### src/rtl/bbf_pkg.sv
package bbf_pkg;

    typedef logic [7:0] byte_t;

    typedef enum logic [1:0] {
        MD_ARRAY  = 2'd0,
        MD_IDENT  = 2'd1,
        MD_STATUS = 2'd2
    } mode_e;

    localparam byte_t CMD_IDENT  = 8'h90;
    localparam byte_t CMD_STATUS = 8'h70;
    localparam byte_t CMD_ARRAY  = 8'hFF;

    localparam byte_t MFR_CODE   = 8'h31;
    localparam byte_t DEV_TOP    = 8'h94;
    localparam byte_t DEV_BOTTOM = 8'h95;
    localparam byte_t STATUS_RDY = 8'h80;

    function automatic byte_t dev_code(input bit bottom);
        return bottom ? DEV_BOTTOM : DEV_TOP;
    endfunction

    function automatic byte_t preload(input int unsigned idx);
        int unsigned v;
        v = idx * 37 + 11;
        return byte_t'(v & 255);
    endfunction

    function automatic mode_e decode_cmd(input byte_t c, input mode_e cur);
        case (c)
            CMD_IDENT:  return MD_IDENT;
            CMD_STATUS: return MD_STATUS;
            CMD_ARRAY:  return MD_ARRAY;
            default:    return cur;
        endcase
    endfunction

endpackage

### src/rtl/bbf_cmd_ctrl.sv
module bbf_cmd_ctrl
    import bbf_pkg::*;
(
    input  logic  clk,
    input  logic  rst,
    input  logic  pwr_rst_n,
    input  logic  chip_sel_n,
    input  logic  wr_strobe_n,
    input  byte_t cmd_in,
    output mode_e mode_q
);
    logic strobe_prev_q;
    logic strobe_rise;

    assign strobe_rise = wr_strobe_n && !strobe_prev_q && !chip_sel_n;

    always_ff @(posedge clk) begin
        if (rst) begin
            strobe_prev_q <= 1'b1;
        end else begin
            strobe_prev_q <= wr_strobe_n;
        end
    end

    always_ff @(posedge clk) begin
        if (rst || !pwr_rst_n) begin
            mode_q <= MD_ARRAY;
        end else if (strobe_rise) begin
            mode_q <= decode_cmd(cmd_in, mode_q);
        end
    end
endmodule

### src/rtl/bbf_array_store.sv
module bbf_array_store
    import bbf_pkg::*;
#(
    parameter int WORDS = 256,
    localparam int IDX_W = (WORDS > 1) ? $clog2(WORDS) : 1
) (
    input  logic             clk,
    input  logic             rst,
    input  logic [IDX_W-1:0] idx,
    output byte_t            rdata
);
    byte_t mem_q [WORDS];

    for (genvar i = 0; i < WORDS; i++) begin : g_word
        always_ff @(posedge clk) begin
            if (rst) begin
                mem_q[i] <= preload(i);
            end
        end
    end

    assign rdata = mem_q[idx];
endmodule

### src/rtl/bbf_read_mux.sv
module bbf_read_mux
    import bbf_pkg::*;
#(
    parameter int ADDR_W      = 17,
    parameter bit BOTTOM_BOOT = 1'b0
) (
    input  mode_e             mode,
    input  logic              hv_id_req,
    input  logic [ADDR_W-1:0] addr,
    input  byte_t             array_data,
    output byte_t             rdata
);
    logic  hv_sel;
    mode_e eff_mode;
    byte_t ident_data;

    assign hv_sel   = hv_id_req && (addr[ADDR_W-1:1] == '0);
    assign eff_mode = hv_sel ? MD_IDENT : mode;

    always_comb begin
        if (addr == ADDR_W'(0)) begin
            ident_data = MFR_CODE;
        end else if (addr == ADDR_W'(1)) begin
            ident_data = dev_code(BOTTOM_BOOT);
        end else begin
            ident_data = 8'h00;
        end
    end

    always_comb begin
        case (eff_mode)
            MD_IDENT:  rdata = ident_data;
            MD_STATUS: rdata = STATUS_RDY;
            default:   rdata = array_data;
        endcase
    end
endmodule

### src/rtl/bbf_out_stage.sv
module bbf_out_stage
    import bbf_pkg::*;
(
    input  logic  clk,
    input  logic  rst,
    input  logic  rd_ok,
    input  byte_t rdata,
    output byte_t bus_dout,
    output logic  bus_drive
);
    always_ff @(posedge clk) begin
        if (rst) begin
            bus_drive <= 1'b0;
            bus_dout  <= 8'h00;
        end else begin
            bus_drive <= rd_ok;
            bus_dout  <= rd_ok ? rdata : 8'h00;
        end
    end
endmodule

### src/rtl/bbf_read_ctrl.sv
module bbf_read_ctrl
    import bbf_pkg::*;
#(
    parameter int ADDR_W      = 17,
    parameter int ARRAY_WORDS = 256,
    parameter bit BOTTOM_BOOT = 1'b0,
    localparam int IDX_W = (ARRAY_WORDS > 1) ? $clog2(ARRAY_WORDS) : 1
) (
    input  logic              clk,
    input  logic              rst,
    input  logic              pwr_rst_n,
    input  logic              chip_sel_n,
    input  logic              rd_en_n,
    input  logic              wr_strobe_n,
    input  logic              prog_volt_ok,
    input  logic              hv_id_req,
    input  logic [ADDR_W-1:0] mem_addr,
    input  logic [7:0]        bus_din,
    output logic [7:0]        bus_dout,
    output logic              bus_drive
);
    mode_e mode_q;
    byte_t array_data;
    byte_t rdata;
    logic  rd_ok;
    logic  unused_inputs;

    // The programming supply plays no part in reads.
    assign unused_inputs = prog_volt_ok;

    assign rd_ok = pwr_rst_n && !chip_sel_n && !rd_en_n && wr_strobe_n;

    bbf_cmd_ctrl u_cmd (
        .clk         (clk),
        .rst         (rst),
        .pwr_rst_n   (pwr_rst_n),
        .chip_sel_n  (chip_sel_n),
        .wr_strobe_n (wr_strobe_n),
        .cmd_in      (bus_din),
        .mode_q      (mode_q)
    );

    bbf_array_store #(.WORDS(ARRAY_WORDS)) u_store (
        .clk   (clk),
        .rst   (rst),
        .idx   (mem_addr[IDX_W-1:0]),
        .rdata (array_data)
    );

    bbf_read_mux #(.ADDR_W(ADDR_W), .BOTTOM_BOOT(BOTTOM_BOOT)) u_mux (
        .mode       (mode_q),
        .hv_id_req  (hv_id_req),
        .addr       (mem_addr),
        .array_data (array_data),
        .rdata      (rdata)
    );

    bbf_out_stage u_out (
        .clk       (clk),
        .rst       (rst),
        .rd_ok     (rd_ok),
        .rdata     (rdata),
        .bus_dout  (bus_dout),
        .bus_drive (bus_drive)
    );
endmodule

### config.mk
export PLATFORM = sky130hd
export DESIGN_NAME = bbf_read_ctrl
export DESIGN_NICKNAME = d
export VERILOG_FILES = /design/src/rtl/bbf_pkg.sv /design/src/rtl/bbf_cmd_ctrl.sv /design/src/rtl/bbf_array_store.sv /design/src/rtl/bbf_read_mux.sv /design/src/rtl/bbf_out_stage.sv /design/src/rtl/bbf_read_ctrl.sv
export SDC_FILE = /design/constraint.sdc
export NUM_CORES = 1
export LEC_CHECK = 0
export BUFFER_PORTS_ARGS = -buffer_cell sky130_fd_sc_hd__buf_4
export CORE_MARGIN = 5
export CORE_UTILIZATION = 50
export CTS_CLUSTER_DIAMETER = 30
export CTS_CLUSTER_SIZE = 10
export DETAILED_ROUTE_END_ITERATION = 7
export PLACE_DENSITY_LB_ADDON = 0.25
export SLEW_MARGIN = 10
export SYNTH_ARGS = -nofsm -noshare
export SYNTH_HDL_FRONTEND = slang
export SYNTH_SLANG_ARGS = --single-unit
### constraint.sdc
create_clock -name clk -period 3.64 [get_ports clk]
set_clock_uncertainty 0.2 [all_clocks]
set_input_delay 0.728 -clock clk [delete_from_list [all_inputs] [get_ports clk]]
set_output_delay 0.728 -clock clk [all_outputs]
set_load 0.02 [all_outputs]
==> results.md, run 1 <==
- The count of warnings emitted by yosys is 0.
- The kind of start point of the critical path is an input port.
- In this run the vertical extent of the chip is roughly 70 um.
- The tightest hold path in the finished design has a slack of around 320 ps.
- The maximum frequency from static timing analysis is 0.338 GHz.
- The class of the tightest hold or removal check is reg2reg.
- The leakage power is approximately 0.84 nW.
- The number of diodes is 0.
- Once the floorplan was initialized, standard cells occupied a little over half of the core.
- The hold-fix buffer count after cts is 0.
- The peak per-stage delay on the critical path is between 300 and 400 ps.
- The final-report hold violation count was 0.
- Entering global routing, the biggest net connects 50 pins.
- The routed layout has approximately 2000 vias.
- The setup slack of the most critical reg-to-reg path is around 1700 ps.
- The routed design has between 5000 and 6000 um of wire.
- The growth of design area from synthesis to finish is 17.8%.
- Across all setup checks in the final design, the least slack found is 679 ps.
- The clock period minus final worst setup slack is between 2000 and 3000 ps.
- Summing the areas of all xor and xnor instances in the mapped netlist gives less than 1% of the synthesized area.
- The flip-flop cell with the highest count after synthesis is dfxtp_1.
- The later pin in the worst-skew pair is clocked with a latency of between 200 and 300 ps.
- Summing the areas of all compound-gate instances in the mapped netlist gives a little under two fifths of the synthesized area.
- The sequential-to-total area share from yosys stat is between 10 and 15%.
- At the pin with the least slew margin, the transition time is 472 ps.
- The async set-reset flop share out of synthesis is 0%.
- The longest clock path from root to sink contains 2 buffers.
- The run finished with clean final reports.
- In this run the number of H-tree levels came out at 1.
- The number of global-route vias before repair is around 1900.
- The clock transition time at the flip-flop clock pins of the worst setup and hold paths is 80 ps.
- The row count is 21.
- After clock tree synthesis, the setup repair step added 0 buffers.
- The areal power density over the cells is around 210 nW/um^2.
- In this run the tightest slew margin relative to its limit is around two thirds.
- The net count of the finished layout is a little over 300.
- At the end of the flow the core is filled with cells to between 60 and 70%.
- Adding up every negative setup slack in the final design gives 0 ps.
- The average via count per standard cell is around 6.4.
- Each instance of the synthesized netlist takes up on average around 7.4 sq um.
- The critical-path maximum fanout is 11.
- Summing all placed instances gives a cell area of 2030 sq um.
- In the layout the commonest cells are buf_4 (45), nand2_1 (18), nor2_1 (17), o21ai_0 (16), a21oi_1 (15).
- The average wire per cell in the routed design is roughly 16 um.
- The finished cells cover approximately 2100 sq um.
- The global routing usage summed across all routing layers is 20.8%.
- Synthesis inferred 12 register bits.
- Synthesis handed over a netlist of around 240 instances.
- The final-layout fill cell count is 327.
- The total of buffers placed on input and output ports is 40.
- OpenSTA, run right after detailed placement, puts the worst setup slack at slightly above 400 ps.
- The share of synthesized area spent on multiplexers is 3.14%.
- The required time of the worst setup path is 3630 ps.
- The signal on the critical path passes through buf_4 -> nor4_1 -> nand4_1 -> o21ai_0 -> inv_1 -> ha_1 -> nor2_1 -> nand2_1 -> nor4b_2 -> o31ai_1 -> a221oi_2.
- The number of standard cells in the layout, taps in and fillers out is around 310.
- The final setup violation count is 0.
- The overall power is between 400 and 500 uW.
- The routability congestion estimate from global placement is roughly 0.97.
- The number of cells in the design after placement is 307.
- From left edge to right edge, the die measures ~69 um.
- Setup repair after global routing left no endpoint under its margin.
- The number of nets produced by synthesis is between 200 and 300.
- The share of the clock period used by the worst path after layout is 81.3%.
- The number of design-rule violations left by the first detailed-router iteration is between 150 and 200.
- The post-DP HPWL is about 3700 um.
- The number of nets still failing antenna checks after routing is 0.
- Data on the critical path arrives at its endpoint at 2950 ps.
- The total iterations of the first detailed-routing run is 5.
- The critical path is of the in2reg type.
- During I/O placement, the number of pins put on the boundary was between 40 and 50.
- The region available for standard cell placement spans 3360 sq um.
- The kind of end point of the critical path is a flip-flop.
- The share of cells above drive strength 1 is 23.4%.
- The peak ir drop on the vdd network is about 0.17 mV.
- The first global-routing pass estimated about 8500 um of wire.
- For this design, the slowest cell found on the critical path is nor4_1.
- The buffer type at the clock tree root is clkbuf_4.
- The max-slew violation count came to 0.
- The number of enable-type register cells in the synthesized netlist is 0.
- In this run, CTS created clock tree buffers numbering 3.
- The post-synthesis simple-gate area fraction is about 28%.
- The die covers ~4800 sq um.
- Leaving out fill and tap cells, the most frequent cell in the layout is buf_4.
- After Yosys synthesis, full adders, half adders and majority gates account for between 7 and 8% of the synthesized area.
- For this run, design rule violations remaining after detail routing come to 0.
- The total standard cell area after synthesis is around 1800 sq um.
- The number of distinct library cell variants in the gate-level netlist after synthesis is between 60 and 70.
- The number of antenna violations at the first check in global routing is 0.
- The dominant combinational cell family by area after synthesis is compound AO/OA/AOI/OAI gates.
- The leftover overflow at the end of global routing is 0.
- The number of sinks driven by the clock tree is 12.
- The number of resized instances in the post-cts repair step is 0.
- TritonCTS built the clock tree.
- The max capacitance violation total is 0.
routing by layer:
layer	share of wire (%)	global-route usage (%)	vias to the layer above
li1	-	-	957
met1	44	27.8	911
met2	46	34.0	102
met3	8.1	3.48	9
met4	1.2	6.51	0
met5	0	0	-
state kept, by name (all words and copies together), names as in the netlist:
name                 cells
u_cmd.strobe_prev_q      1
u_cmd.mode_q             2
u_out.bus_drive          1
u_out.bus_dout           8
logic make-up after synthesis:
kind of cell,after synthesis
multiplexers,3
buffers and inverters,32
flip-flops,12
XOR/XNOR,2
adder cells (fa/ha/maj),11
AO/OA/AOI/OAI,90
AND/OR/NAND/NOR,86
path summary, 6_finish.rpt:
kind	start	end	depth (start not counted)
min reg2reg	u_cmd.mode_q[0]	u_cmd.mode_q[0]	2
max	mem_addr[5]	u_out.bus_dout[7]	11
max reg2reg	u_cmd.mode_q[1]	u_out.bus_dout[7]	8
min	u_cmd.mode_q[0]	u_cmd.mode_q[0]	2
area by class of cell:
| cell class | instances | area (sq um) | share of cell area [%] |
|---|---|---|---|
| Tap cell | 46 | 57.6 | 2.79 |
| Multi-Input combinational cell | 192 | 1350 | 65.3 |
| Timing Repair Buffer | 45 | 338 | 16.4 |
| Inverter | 12 | 45.0 | 2.18 |
| Sequential cell | 12 | 240 | 11.6 |
| Clock buffer | 4 | 36.3 | 1.76 |
synthesized netlist by cell type, types with 3 or more instances:
cell / instances / area, sq um
o2111ai_1: 3 / 26.3
nand2_1: 18 / 67.6
ha_1: 11 / 138
nand2b_1: 6 / 37.5
inv_1: 9 / 33.8
nand3_1: 3 / 15.0
inv_2: 3 / 11.3
nor3_1: 4 / 20.0
a311oi_1: 4 / 35.0
buf_2: 12 / 60.1
a21oi_1: 15 / 75.1
o21ai_0: 16 / 80.1
dfxtp_1: 12 / 240
nor4_1: 3 / 18.8
a221o_1: 3 / 30.0
o31ai_1: 4 / 30.0
nor2_1: 17 / 63.8
buf_4: 4 / 30.0
o21a_1: 3 / 22.5
a31oi_1: 3 / 18.8
or2_2: 4 / 25.0
nor2b_1: 13 / 81.3
a211oi_1: 9 / 67.6
worst max-delay path, delay by kind of cell:
family                     cells  cell delay (ps)
adders and majority gates      1              290
and+or+nand+nor                5             1030
buffers and inverters          2              240
AOI/OAI and AO/OA              3              660
power by group:
group	internal, mW	leakage [nW]	total (mW)	switching, mW
Clock	0.0609	0.0210	0.112	0.0514
Sequential	0.133	0.0971	0.134	0.000482
Combinational	0.0816	0.720	0.186	0.104
Power figures use the tool's default switching activity.
==> run 2: changes to the inputs <==
==> constraint.sdc (replaced) <==
create_clock -name clk -period 3.09 [get_ports clk]
set_clock_uncertainty 0.2 [all_clocks]
set_input_delay 0.618 -clock clk [delete_from_list [all_inputs] [get_ports clk]]
set_output_delay 0.618 -clock clk [all_outputs]
set_load 0.02 [all_outputs]
==> results.md, run 2 (same netlist as run 1, synthesis figures left out) <==
- The post-DP HPWL is 3720 um.
- The leftover overflow at the end of global routing is 0.
- The largest registers in the layout are u_out.bus_dout (8), u_cmd.mode_q (2).
- In the routed design, unresolved DRC markers number 0.
- The average via count per standard cell is 6.27.
- The maximum frequency from static timing analysis is 0.378 GHz.
- Measured against its own limit, the worst slew margin works out to 69.6%.
- The flip-flop count of the largest register after layout is 8.
- The longest clock path from root to sink contains 2 buffers.
- The library cell used most frequently in the layout, excluding fill and tap cells, is buf_4.
- For this configuration, the core starts out at a cell density of between 50% and 60%.
- The share of cells above drive strength 1 is 24.8%.
- The path class of the tightest hold or removal check is reg2reg.
- The peak ir drop on the vdd network is about 0.12 mV.
- Setup total negative slack on the finished layout was measured at 0 ps.
- The number of buffers inserted to repair setup after CTS is 0.
- Setup violations remaining at the end of the flow were counted as 0.
- The clock drives 12 sinks.
- Setup repair after global routing left no endpoint under its margin.
- The initialized floorplan defines 21 standard-cell rows.
- The number of clock buffers inserted by TritonCTS is 3.
- The final-layout fill cell count is between 300 and 400.
- After detailed placement, the total cell area comes to a little over 2000 sq um.
- The clock period minus final worst setup slack is 2640 ps.
- The finished cells cover approximately 2100 sq um.
- After clock tree synthesis, the clock-pin slew on the worst setup and hold paths is about 80 ps.
- In the layout the commonest cells are buf_4 (51), nand2_1 (18), nor2_1 (17), o21ai_0 (16), a21oi_1 (15).
- The die span in x is between 60 and 70 um.
- In the global route stage, overall resource usage came out at about a fifth.
- STA puts the critical path data arrival time at 2640 ps.
- The number of global-route vias before repair is approximately 1900.
- The areal power density over the cells is between 200 and 250 nW/um^2.
- TritonCTS built the clock tree.
- CTS placed an instance of clkbuf_4 at the clock tree root.
- CTS built an H-tree with a depth of 1.
- The number of design-rule violations left by the first detailed-router iteration is about 220.
- The first TritonRoute pass finished after 4 iterations.
- The growth of design area from synthesis to finish is 19.6%.
- The first-pass GRT wire length is around 8600 um.
- The total of buffers placed on input and output ports is 40.
- The max capacitance violation total is 0.
- The flow ran to the end, and the final reports show no timing, DRC or antenna violations.
- Entering global routing, the biggest net connects 50 pins.
- After detailed routing, the average wire length per cell comes to ~16 um.
- In the finished design, the share of the clock period the worst path needs comes to a little under nine tenths.
- The die boundary height is around 69 um.
- In the detailed route, the total length drawn on met3 is about 410 um.
- The final-report hold violation count is 0.
- Ranked by flip-flop count, first place goes to u_out.bus_dout.
- The category of the critical setup timing path is in2reg.
- The net count of the finished layout is around 320.
- The I/O pin count is between 40 and 50.
- The number of antenna violations at the first check in global routing is 0.
- The kind of end point of the critical path is a flip-flop.
- After detailed routing, the wire length on met1 is about 2200 um.
- The max-slew violation count is 0.
- In this run the static leakage power is roughly 0.86 nW.
- The highest layer touched by signal routing is met4.
- After detailed routing, the met2 layer carries approximately 2400 um of wire.
- In this run the standard cell core region covers between 3000 and 4000 sq um.
- The hold-fix buffer count after cts is 0.
- STA classifies the critical path startpoint as an input port.
- The required time of the worst setup path is just over 3000 ps.
- The routed layout has 1980 vias.
- The critical-path maximum fanout is 12.
- The clock latency on the worst-skew pair is around 280 ps.
- The number of nets still failing antenna checks after routing is 0.
- The routability congestion estimate from global placement is ~0.93.
- The number of diodes is 0.
- Gates resized during post-CTS repair numbered 0.
- For the pin with the worst max-slew slack, the measured transition is roughly 460 ps.
- The wire length after detailed routing is around 5100 um.
- The floorplan die area is 4790 sq um.
==> run 2: changes by cell type in the layout (fill, tap and decap cells not counted), sizes merged <==
| cell | previous run | this run |
|---|---|---|
| clkbuf | 4 | 3 |
| buf | 45 | 51 |
==> run 2: cell type report <==
type	count	area (sq um)	area share (%)
clock buffers	3	22.5	1.07
repair buffers	51	383	18.3
flip-flops and latches	12	240	11.5
well taps	46	57.6	2.75
inverters	12	45.0	2.15
multi-input cells	192	1350	64.3
==> run 2: stage by stage <==
step	util, %	setup WS [ps]	total power [mW]	hold slack [ps]	std cells
floorplan	-	193	0.310	257	236
global placement	61.6	181	0.378	278	313
detailed placement	61.6	165	0.379	291	313
CTS	62.3	444	0.477	310	316
global route	62.3	142	0.510	320	316
finish	62.3	447	0.479	306	316
==> run 2: report_power, final <==
part | switching [mW] | internal (mW)
logic | 0.123 | 0.0998
clock network | 0.0545 | 0.0453
registers | 0.000561 | 0.157
total | 0.178 | 0.302
==> run 2: metal layers <==
layer | vias to the layer above | global-route usage (%)
li1 | 966 | -
met1 | 914 | 27.8
met2 | 89 | 35.2
met3 | 11 | 3.62
met4 | 0 | 4.99
met5 | - | 0
==> run 2: worst paths after layout <==
kind | depth (start not counted) | slack, ps | startpoint | to
worst min register to register | 2 | 310 | u_cmd.mode_q[1] | u_cmd.mode_q[1]
worst min-delay path | 2 | 310 | u_cmd.mode_q[1] | u_cmd.mode_q[1]
worst max register to register | 8 | 1240 | u_cmd.mode_q[1] | u_out.bus_dout[7]
worst max-delay path | 11 | 450 | mem_addr[6] | u_out.bus_dout[7]
==> run 2: worst max-delay path, cell delays in order <==
cell and delay (ps):
buf_4 160, nor4_1 260, nand4_1 180, o21ai_0 270, inv_1 70, ha_1 290, nor2_1 90, nand2_1 90
nor4b_2 280, o31ai_1 130, a221oi_2 190
